**src/rtl/qtb_pkg.sv**
```systemverilog
package qtb_pkg;

    parameter int unsigned CTRL_W = 4;

    // bit0 enable, bit1 periodic, bit2 divide-by-16, bit3 divide-by-256
    typedef struct packed {
        logic div256;
        logic div16;
        logic periodic;
        logic enable;
    } qtb_ctrl_t;

    typedef enum logic [1:0] {
        REG_LOAD  = 2'd0,
        REG_VALUE = 2'd1,
        REG_CTRL  = 2'd2,
        REG_CLEAR = 2'd3
    } qtb_reg_e;

endpackage

```
**src/rtl/qtb_prescale.sv**
```systemverilog
module qtb_prescale #(
    parameter int unsigned PRE_W = 8,
    parameter int unsigned LO_W  = 4
) (
    input  logic clk,
    input  logic rst_n,
    input  logic tick_en,
    output logic stb_div1,
    output logic stb_lo,
    output logic stb_hi
);

    typedef struct packed {
        logic [PRE_W-1:0] cnt;
    } pre_st_t;

    pre_st_t s_d, s_q;

    always_comb begin
        s_d = s_q;
        if (tick_en) begin
            s_d.cnt = s_q.cnt + PRE_W'(1);
        end
    end

    always_ff @(posedge clk or negedge rst_n) begin
        if (!rst_n) begin
            s_q <= '0;
        end else begin
            s_q <= s_d;
        end
    end

    assign stb_div1 = tick_en;
    assign stb_lo   = tick_en && (&s_q.cnt[LO_W-1:0]);
    assign stb_hi   = tick_en && (&s_q.cnt);

endmodule

```
**src/rtl/qtb_decode.sv**
```systemverilog
module qtb_decode
    import qtb_pkg::*;
#(
    parameter int unsigned N_TIMERS = 4,
    parameter int unsigned ADDR_W   = 8,
    localparam int unsigned IDX_W   = $clog2(N_TIMERS)
) (
    input  logic                addr_unused_guard,
    input  logic [ADDR_W-1:0]   addr,
    input  logic                wr_en,
    input  logic                rd_en,
    output logic                hit,
    output logic [IDX_W-1:0]    sel_idx,
    output qtb_reg_e            sel_reg,
    output logic [N_TIMERS-1:0] wr_load,
    output logic [N_TIMERS-1:0] wr_value,
    output logic [N_TIMERS-1:0] wr_ctrl,
    output logic [N_TIMERS-1:0] clr_acc
);

    localparam int unsigned IDX_LSB = 5;
    localparam int unsigned IDX_MSB = IDX_LSB + IDX_W - 1;

    logic unused_addr_lo;
    assign unused_addr_lo = ^{addr[1:0], addr_unused_guard};

    assign hit     = (addr[ADDR_W-1:IDX_MSB+1] == '0) && !addr[4];
    assign sel_idx = addr[IDX_MSB:IDX_LSB];
    assign sel_reg = qtb_reg_e'(addr[3:2]);

    for (genvar g = 0; g < N_TIMERS; g++) begin : g_strobe
        logic mine;
        assign mine        = hit && (sel_idx == IDX_W'(g));
        assign wr_load[g]  = wr_en && mine && (sel_reg == REG_LOAD);
        assign wr_value[g] = wr_en && mine && (sel_reg == REG_VALUE);
        assign wr_ctrl[g]  = wr_en && mine && (sel_reg == REG_CTRL);
        assign clr_acc[g]  = (wr_en || rd_en) && mine && (sel_reg == REG_CLEAR);
    end

endmodule

```
**src/rtl/qtb_timer.sv**
```systemverilog
module qtb_timer
    import qtb_pkg::*;
#(
    parameter int unsigned CNT_W = 24
) (
    input  logic             clk,
    input  logic             rst_n,
    input  logic             stb_div1,
    input  logic             stb_div16,
    input  logic             stb_div256,
    input  logic             wr_load,
    input  logic             wr_value,
    input  logic             wr_ctrl,
    input  logic             clr_acc,
    input  logic [CNT_W-1:0] wdata,
    output logic [CNT_W-1:0] load_o,
    output logic [CNT_W-1:0] value_o,
    output qtb_ctrl_t        ctrl_o,
    output logic             irq_o
);

    localparam logic [CNT_W-1:0] CNT_MAX  = '1;
    localparam qtb_ctrl_t        CTRL_RST = '{div256: 1'b0, div16: 1'b0,
                                              periodic: 1'b1, enable: 1'b0};

    typedef struct packed {
        logic [CNT_W-1:0] load;
        logic [CNT_W-1:0] value;
        qtb_ctrl_t        ctrl;
        logic             irq;
        logic             expired;
    } tmr_st_t;

    tmr_st_t   s_d, s_q;
    logic      step;
    logic      running;
    qtb_ctrl_t ctrl_new;

    assign ctrl_new = qtb_ctrl_t'(wdata[CTRL_W-1:0]);

    always_comb begin
        if (s_q.ctrl.div256) begin
            step = stb_div256;
        end else if (s_q.ctrl.div16) begin
            step = stb_div16;
        end else begin
            step = stb_div1;
        end
        running = s_q.ctrl.enable && !s_q.irq && !s_q.expired;

        s_d = s_q;
        if (wr_load) begin
            s_d.load    = wdata;
            s_d.value   = wdata;
            s_d.irq     = 1'b0;
            s_d.expired = 1'b0;
        end else if (wr_value) begin
            s_d.value   = wdata;
            s_d.expired = 1'b0;
        end else if (wr_ctrl) begin
            s_d.ctrl = ctrl_new;
            s_d.irq  = 1'b0;
            if (ctrl_new.enable) begin
                s_d.value   = s_q.load;
                s_d.expired = 1'b0;
            end
        end else if (clr_acc) begin
            s_d.irq = 1'b0;
            if (s_q.ctrl.periodic) begin
                s_d.value   = s_q.load;
                s_d.expired = 1'b0;
            end
        end else if (running && step) begin
            if (s_q.value[CNT_W-1:1] == '0) begin
                s_d.value   = '0;
                s_d.irq     = 1'b1;
                s_d.expired = 1'b1;
            end else begin
                s_d.value = s_q.value - CNT_W'(1);
            end
        end
    end

    always_ff @(posedge clk or negedge rst_n) begin
        if (!rst_n) begin
            s_q.load    <= CNT_MAX;
            s_q.value   <= CNT_MAX;
            s_q.ctrl    <= CTRL_RST;
            s_q.irq     <= 1'b0;
            s_q.expired <= 1'b0;
        end else begin
            s_q <= s_d;
        end
    end

    assign load_o  = s_q.load;
    assign value_o = s_q.value;
    assign ctrl_o  = s_q.ctrl;
    assign irq_o   = s_q.irq;

endmodule

```
**src/rtl/qtimer_bank.sv**
```systemverilog
module qtimer_bank
    import qtb_pkg::*;
#(
    parameter int unsigned N_TIMERS = 4,
    parameter int unsigned ADDR_W   = 8,
    parameter int unsigned DATA_W   = 32,
    parameter int unsigned CNT_W    = 24
) (
    input  logic                clk,
    input  logic                rst_n,
    input  logic                tick_en,
    input  logic [ADDR_W-1:0]   addr,
    input  logic [DATA_W-1:0]   wdata,
    input  logic                wr_en,
    input  logic                rd_en,
    output logic [DATA_W-1:0]   rdata,
    output logic [N_TIMERS-1:0] irq
);

    localparam int unsigned IDX_W = $clog2(N_TIMERS);
    localparam int unsigned PRE_W = 8;
    localparam int unsigned LO_W  = 4;

    logic unused_wdata_hi;
    assign unused_wdata_hi = ^wdata[DATA_W-1:CNT_W];

    logic stb_div1, stb_lo, stb_hi;

    qtb_prescale #(.PRE_W(PRE_W), .LO_W(LO_W)) u_pre (
        .clk      (clk),
        .rst_n    (rst_n),
        .tick_en  (tick_en),
        .stb_div1 (stb_div1),
        .stb_lo   (stb_lo),
        .stb_hi   (stb_hi)
    );

    logic                hit;
    logic [IDX_W-1:0]    sel_idx;
    qtb_reg_e            sel_reg;
    logic [N_TIMERS-1:0] wr_load, wr_value, wr_ctrl, clr_acc;

    qtb_decode #(.N_TIMERS(N_TIMERS), .ADDR_W(ADDR_W)) u_dec (
        .addr_unused_guard (1'b0),
        .addr     (addr),
        .wr_en    (wr_en),
        .rd_en    (rd_en),
        .hit      (hit),
        .sel_idx  (sel_idx),
        .sel_reg  (sel_reg),
        .wr_load  (wr_load),
        .wr_value (wr_value),
        .wr_ctrl  (wr_ctrl),
        .clr_acc  (clr_acc)
    );

    logic [CNT_W-1:0] load_arr  [N_TIMERS];
    logic [CNT_W-1:0] value_arr [N_TIMERS];
    qtb_ctrl_t        ctrl_arr  [N_TIMERS];

    for (genvar g = 0; g < N_TIMERS; g++) begin : g_tmr
        qtb_timer #(.CNT_W(CNT_W)) u_tmr (
            .clk        (clk),
            .rst_n      (rst_n),
            .stb_div1   (stb_div1),
            .stb_div16  (stb_lo),
            .stb_div256 (stb_hi),
            .wr_load    (wr_load[g]),
            .wr_value   (wr_value[g]),
            .wr_ctrl    (wr_ctrl[g]),
            .clr_acc    (clr_acc[g]),
            .wdata      (wdata[CNT_W-1:0]),
            .load_o     (load_arr[g]),
            .value_o    (value_arr[g]),
            .ctrl_o     (ctrl_arr[g]),
            .irq_o      (irq[g])
        );
    end

    typedef struct packed {
        logic [DATA_W-1:0] rdata;
    } rd_st_t;

    rd_st_t r_d, r_q;

    always_comb begin
        r_d = r_q;
        if (rd_en) begin
            r_d.rdata = '0;
            if (hit) begin
                case (sel_reg)
                    REG_LOAD:  r_d.rdata = DATA_W'(load_arr[sel_idx]);
                    REG_VALUE: r_d.rdata = DATA_W'(value_arr[sel_idx]);
                    REG_CTRL:  r_d.rdata = DATA_W'(ctrl_arr[sel_idx]);
                    default:   r_d.rdata = '0;
                endcase
            end
        end
    end

    always_ff @(posedge clk or negedge rst_n) begin
        if (!rst_n) begin
            r_q <= '0;
        end else begin
            r_q <= r_d;
        end
    end

    assign rdata = r_q.rdata;

endmodule

```
**config.mk**
```make
export PLATFORM = sky130hd
export DESIGN_NAME = qtimer_bank
export DESIGN_NICKNAME = d
export VERILOG_FILES = /design/src/rtl/qtb_pkg.sv /design/src/rtl/qtb_prescale.sv /design/src/rtl/qtb_decode.sv /design/src/rtl/qtb_timer.sv /design/src/rtl/qtimer_bank.sv
export SDC_FILE = /design/constraint.sdc
export NUM_CORES = 1
export LEC_CHECK = 0
export ABC_AREA = 1
export BUFFER_PORTS_ARGS = -buffer_cell sky130_fd_sc_hd__buf_2
export CORE_MARGIN = 8
export CORE_UTILIZATION = 55
export CTS_CLUSTER_DIAMETER = 150
export DETAILED_ROUTE_END_ITERATION = 12
export GPL_TIMING_DRIVEN = 0
export PLACE_DENSITY = 0.83
export SLEW_MARGIN = 10
export SYNTH_ARGS = -nofsm -noshare
export SYNTH_HDL_FRONTEND = slang
export SYNTH_SLANG_ARGS = --single-unit
```
**constraint.sdc**
```tcl
create_clock -name clk -period 2.2 [get_ports clk]
set_input_delay 0.33 -clock clk [delete_from_list [all_inputs] [get_ports clk]]
set_output_delay 0.33 -clock clk [all_outputs]
set_load 0.01 [all_outputs]
```
* Word-level counts from Yosys, hierarchy flattened
Index checks and enable logic that the tools add are counted.
Storage, ports and cells: input port bits 45, word-level logic and storage cells 245, output and inout bits 36, register bits after elaboration 256
Cells by class: add/sub/neg operators 5, reduce and logical (&&, ||, !) cells 93, mux-type cells 84, $lt $le $gt $ge 1, equality and inequality tests 18, bitwise operators 10
Operators by type and width (number):
- 2-to-1 mux 24 bit | 37
- binary-select mux 24 bit (select 2 bit) | 2
- subtractor 24 x 1 -> 24 bit (second input constant) | 4
- logical NOT 23 bit | 4
- one-hot mux 24 bit (3 select lines) | 1
- logical AND 1 bit | 43
- 2-to-1 mux 2 bit | 20
- nonzero test 5 bit | 8
- AND reduction 3 bit | 12
- nonzero test 4 bit | 8
- 2-to-1 mux 1 bit | 21
- != test 5 x 2 -> 1 bit (second input constant) | 4
- AND reduction 4 bit | 5
- != test 4 x 2 -> 1 bit (second input constant) | 4
- logical NOT 1 bit | 9
- NOT 1 bit | 9
- adder 8 x 1 -> 8 bit (second input constant) | 1
- binary-select mux 4 bit (select 2 bit) | 1
- == test 2 bit (second input constant) | 4
- 2-to-1 mux 4 bit | 2
- != test 2 x 1 -> 1 bit (second input constant) | 4
- AND reduction 8 bit | 1
- == test 2 x 1 -> 1 bit (second input constant) | 2
- logical NOT 2 bit | 2
- 3 further kinds | 3

* Logic depth before layout (Yosys ltp)
word-level depth 10, depth in mapped cells 15, depth with buffers taken out 13

* Modules after synthesis
A second synthesis with hierarchy kept.
Unflattened totals: cells, all modules 2839, area, all modules 18759.2 um2
Modules (own cells, without submodules):
- qtb_timer (g_tmr[0].u_tmr ...) | instances 2, cells an instance 544, seq. area each 1412.6 um2, area an instance 3728.6 um2
- qtb_timer (g_tmr[2].u_tmr) | instances 1, cells an instance 541, seq. area each 1412.6 um2, area an instance 3702.3 um2
- qtb_timer (g_tmr[3].u_tmr) | instances 1, cells an instance 542, seq. area each 1412.6 um2, area an instance 3694.8 um2
- qtimer_bank | instances 1, cells an instance 575, seq. area each 600.6 um2, area an instance 3291.9 um2
- qtb_prescale | instances 1, cells an instance 49, seq. area each 200.2 um2, area an instance 419.2 um2
- qtb_decode | instances 1, cells an instance 44, seq. area each 0.0 um2, area an instance 193.9 um2

* Least setup slack after synthesis
Ideal clock, no wire load.
path type flip-flop to flip-flop, start reg g_tmr[1].u_tmr.s_q, in the netlist g_tmr[1].u_tmr.value_o[0], end reg g_tmr[1].u_tmr.s_q, in the netlist g_tmr[1].u_tmr.value_o[22], clock period less this slack 1738 ps, data required time 2140 ps, setup slack 462 ps, arrival 1678 ps, cell stages (with the launch flop) 13, buffers on the path 0, setup time 60 ps, cells stage by stage dfstp_2 > inv_1 > ha_1 > nand2_1 > nor2_1 > nand2_1 > nor2_1 > nand3_1 > nand2_1 > nand2_1 > o21ai_0 > nand2_1 > nand2_1
On the way: word-level cells in the longest chain between the ends 7
Ends and longest elaborated chain:
- from (decl) | RTL line qtb_timer.sv:34 | tmr_st_t s_d, s_q;
- subtractor 24 x 1 -> 24 bit | RTL line qtb_timer.sv:79 | s_d.value = s_q.value - CNT_W'(1);
- 2-to-1 mux 24 bit | RTL line qtb_timer.sv:74 | if (s_q.value[CNT_W-1:1] == '0) begin
- 2-to-1 mux 24 bit | RTL line qtb_timer.sv:73 | end else if (running && step) begin
- 2-to-1 mux 24 bit | RTL line qtb_timer.sv:67 | end else if (clr_acc) begin
- 2-to-1 mux 24 bit | RTL line qtb_timer.sv:60 | end else if (wr_ctrl) begin
- 2-to-1 mux 24 bit | RTL line qtb_timer.sv:57 | end else if (wr_value) begin
- 2-to-1 mux 24 bit | RTL line qtb_timer.sv:52 | if (wr_load) begin
No other way between the ends. The select of a mux whose other input is x is not followed. A chain may end at the register's enable or synchronous reset.

* Final worst setup path
start reg g_tmr[0].u_tmr.s_q, in the netlist g_tmr[0].u_tmr.value_o[6], end reg g_tmr[0].u_tmr.s_q, in the netlist g_tmr[0].u_tmr.value_o[1]
On the way: word-level cells in the longest chain between the ends 7
Ends and longest elaborated chain (RTL line):
- from (decl) | qtb_timer.sv:34
- logical NOT 23 bit | qtb_timer.sv:74
- 2-to-1 mux 24 bit | qtb_timer.sv:74
- 2-to-1 mux 24 bit | qtb_timer.sv:73
- 2-to-1 mux 24 bit | qtb_timer.sv:67
- 2-to-1 mux 24 bit | qtb_timer.sv:60
- 2-to-1 mux 24 bit | qtb_timer.sv:57
- 2-to-1 mux 24 bit | qtb_timer.sv:52
No other way between the ends. The select of a mux whose other input is x is not followed.

==> results.py <==
metrics = {
    "outcome": {
        "outcome": "finished clean",
    },
    "final_layout": {
        "area_delta_synth_final_pct": 13.0,
        "antenna_cells": 0,
        "stdcell_area_sq_mm": 0.0175,
        "layout-drive-gt1-share_pct": 18.8,
        "finalNetCount": 2333,
        "final_cells": 2682,
    },
    "critical_path": {
        "r2r_end": "g_tmr[0].u_tmr.value_o[1]$_DFFE_PN1P_",
        "cpMostUsedCell": "nor2_1",
        "ff2ff_path_depth": 10,
        "start_kind": "register",
        "critical_path_class": "register to register",
        "r2r_start": "g_tmr[0].u_tmr.value_o[6]$_DFFE_PN1P_",
        "critPathMaxFanout": 7,
        "worstPathCellList": "nor2_1 -> nand2_1 -> nor2_1 -> nand3_1 -> nand2_4 -> inv_2 -> nand2_2 -> nor2_1 -> o21ai_1 -> nand2_1",
        "r2r_slack_ps": 110,
        "crit_arrival_ps": 2570,
        "cp.required_ps": 2680,
        "crit_path_end_kind": "register",
        "critPathSlowestCell": "dfstp_2",
        "slowest_delay_ps": 390,
    },
    "timing": {
        "max_slew_margin_pct": 48.3,
        "setup_viol": 0,
        "tns_ps": 0,
        "tightest_slew_ps": 775,
        "hold_viol": 0,
        "slew_violations": 0,
        "holdWs_ps": 36.2,
        "fin_crit_sh_pct": 94.9,
        "finalCriticalPeriod_ps": 2090,
        "timing.fmax_mhz": 479,
        "fin_skew_ps": 13.7,
    },
    "hold_path": {
        "hp-class": "primary input to register",
        "min_path_cells": 3,
        "min_from": "wdata[23]",
        "hold_end": "g_tmr[2].u_tmr.load_o[23]$_DFFE_PN1P_",
    },
    "global_routing": {
        "grt_antenna_before_repair": 0,
        "grt_pass1_vias": 15237,
        "grt_pass1_wl_um": 88100,
        "grt_max_degree": 110,
        "gr-usage-all-layers_pct": 33.7,
        "overflow": 0,
    },
    "placed_design": {
        "port_buffers": 59,
        "placed_area_sq_mm": 0.0164,
        "dp_cells": 2625,
        "dpl.hpwl_um": 44800,
        "gp_congestion": 1.04,
    },
    "die": {
        "fp.dieW_um": 184,
        "dieArea_sq_mm": 0.0338,
        "initial_core_util_pct": 55.8,
        "core_area_sq_mm": 0.0278,
        "rows": 61,
        "pin_count": 81,
        "die_h_um": 184,
    },
    "logic_synthesis": {
        "synth_area_sq_mm": 0.0155,
        "yosysSeqAreaShare_pct": 41.6,
        "synth_edf_count": 0,
        "syn_area_per_cell_sq_um": 7.12,
        "synthDistinctLibCells": 42,
        "synth-main-ff-cell": "dfstp_2",
        "ys_warn_count": 0,
        "ys_async_sr_fraction_pct": 100,
        "syn_inst": 2179,
        "ys_ff_latch": 248,
    },
    "detailed_routing": {
        "vias": 16344,
        "wl_per_cell_um": 21.6,
        "drc_errors": 0,
        "wirelength_um": 58000,
        "ant_nets": 0,
        "dr.pass1.iters": 6,
        "vias_per_cell": 6.09,
        "drt_iter0_drc": 2342,
    },
    "power": {
        "power_density_mw_per_mm2": 1190,
        "finalPower_w": 0.0209,
        "ir_drop_mv": 0.664,
        "leakage_nw": 8.15,
    },
    "cts": {
        "clk_path_buf_depth": 3,
        "clk_pin_slew_ps": 60,
        "cts_max_level": 1,
        "cts_sinks": 248,
        "cts_tree": "built",
        "worstSkewPairLatency_ps": 560,
        "root_buffer": "clkbuf_16",
        "cts_buffers": 29,
    },
    "job": {
        "drv_cap": 0,
    },
}
==> how the worst max path moves through the flow <==
stage / startpoint / end / slack, ps / cells after the start
3_3_place_gp: rst_n / u_pre.s_q[7]$_DFFE_PN0P_ / -3650 / 1
3_5_place_dp: addr[2] / g_tmr[2].u_tmr.s_q[0]$_DFFE_PN0P_ / -360 / 10
6_report: g_tmr[0].u_tmr.value_o[6]$_DFFE_PN1P_ / g_tmr[0].u_tmr.value_o[1]$_DFFE_PN1P_ / 110 / 10
5_1_grt: g_tmr[2].u_tmr.value_o[0]$_DFFE_PN1P_ / g_tmr[2].u_tmr.value_o[22]$_DFFE_PN1P_ / -10 / 10
2_1_floorplan: g_tmr[1].u_tmr.value_o[0]$_DFFE_PN1P_ / g_tmr[1].u_tmr.value_o[22]$_DFFE_PN1P_ / 460 / 12
4_1_cts: u_pre.s_q[0]$_DFFE_PN0P_ / g_tmr[2].u_tmr.value_o[20]$_DFFE_PN1P_ / 4 / 11
==> registers in the layout (all words and copies together), names as in the netlist <==
signal,count
g_tmr.u_tmr.ctrl_o,16
g_tmr.u_tmr.value_o,96
g_tmr.u_tmr.s_q,4
g_tmr.u_tmr.irq_o,4
u_pre.s_q,8
g_tmr.u_tmr.load_o,96
rdata,24
==> synthesized netlist by cell type, drive strengths merged, types with 17 or more instances <==
library cell / instances / share of area (%)
nand2: 614 / 15
o21ai: 323 / 10
inv: 249 / 6.1
nor2: 204 / 5.3
dfstp: 196 / 33
a21oi: 115 / 3.7
nand3: 93 / 3.1
o22ai: 65 / 2.6
buf: 56 / 2.4
xor2: 56 / 3.2
dfrtp: 52 / 8.4
clkbuf: 46 / 1.1
a22o: 24 / 1.4
a22oi: 19 / 0.92
nand4: 17 / 0.73
==> kinds of logic after synthesis <==
logic type / count (synthesis) / synth area share (%)
AO/OA/AOI/OAI: 562 / 19.8
XOR/XNOR: 64 / 3.61
adder cells (fa/ha/maj): 5 / 0.403
buffers and inverters: 353 / 9.58
flip-flops: 248 / 41.6
multiplexers: 1 / 0.0726
other: 1 / 0.0242
AND/OR/NAND/NOR: 945 / 24.9
==> through the flow <==
| stage | util, % | worst slack (ps) |
|---|---|---|
| floorplan | - | 462 |
| global placement | 58.7 | -3650 |
| detailed placement | 58.9 | -357 |
| CTS | 62.7 | 3.86 |
| global route | 63.1 | -12.7 |
| finish | 63.1 | 112 |
==> report_power, final <==
part           total, W  switching, W  internal, W
Clock           0.00514       0.00200      0.00314
Combinational   0.00813       0.00545      0.00268
Sequential      0.00765       0.00113      0.00652
==> layout by cell type, fill, tap and decap left out, types with 14 or more instances in the layout <==
cell / count
nand4_1: 16
inv_2: 17
o22ai_1: 65
nand2_1: 594
nor2_1: 179
a21oi_1: 115
o21ai_1: 28
clkbuf_16: 30
nor2_2: 15
xor2_1: 56
nand2_2: 14
clkbuf_1: 56
dfrtp_1: 52
o21ai_0: 295
buf_4: 23
inv_1: 229
buf_2: 86
dfstp_2: 196
a22oi_1: 19
a22o_1: 24
nand3_1: 89
==> what timing repair did <==
| action | in CTS | in global routing |
|---|---|---|
| pin swaps | 1 | 3 |
| resized for setup | 5 | 35 |
| cloned | 0 | 0 |
| hold buffers | 1 | 0 |
| buffers inserted | 2 | 2 |
| endpoints found under the setup margin | 26 | 90 |
| endpoints found under the hold margin | 40 | 0 |
==> worst max-delay path, delay by kind of cell, from the launching register on <==
| kind | cells | cell delay (ps) |
|---|---|---|
| AND/OR/NAND/NOR | 8 | 1370 |
| flip-flops | 1 | 390 |
| AO/OA/AOI/OAI | 1 | 130 |
| buffers and inverters | 1 | 110 |
==> final cells by class <==
class | count | area (sq um)
fill | 2594 | 10200
multi-input combinational | 1585 | 7720
sequential | 248 | 6450
inverter | 251 | 952
clock buffer | 42 | 816
buffer | 102 | 546
tap | 378 | 473
timing repair buffer | 66 | 400
clock inverter | 10 | 175
==> per-layer routing <==
| metal | part of all wire (%) | track usage [%] |
|---|---|---|
| met1 | 40 | 46.7 |
| met4 | 5.5 | 16.7 |
| met2 | 43 | 49.9 |
| met5 | 0 | 0 |
| met3 | 11 | 6.44 |
Power figures use the tool's default switching activity.
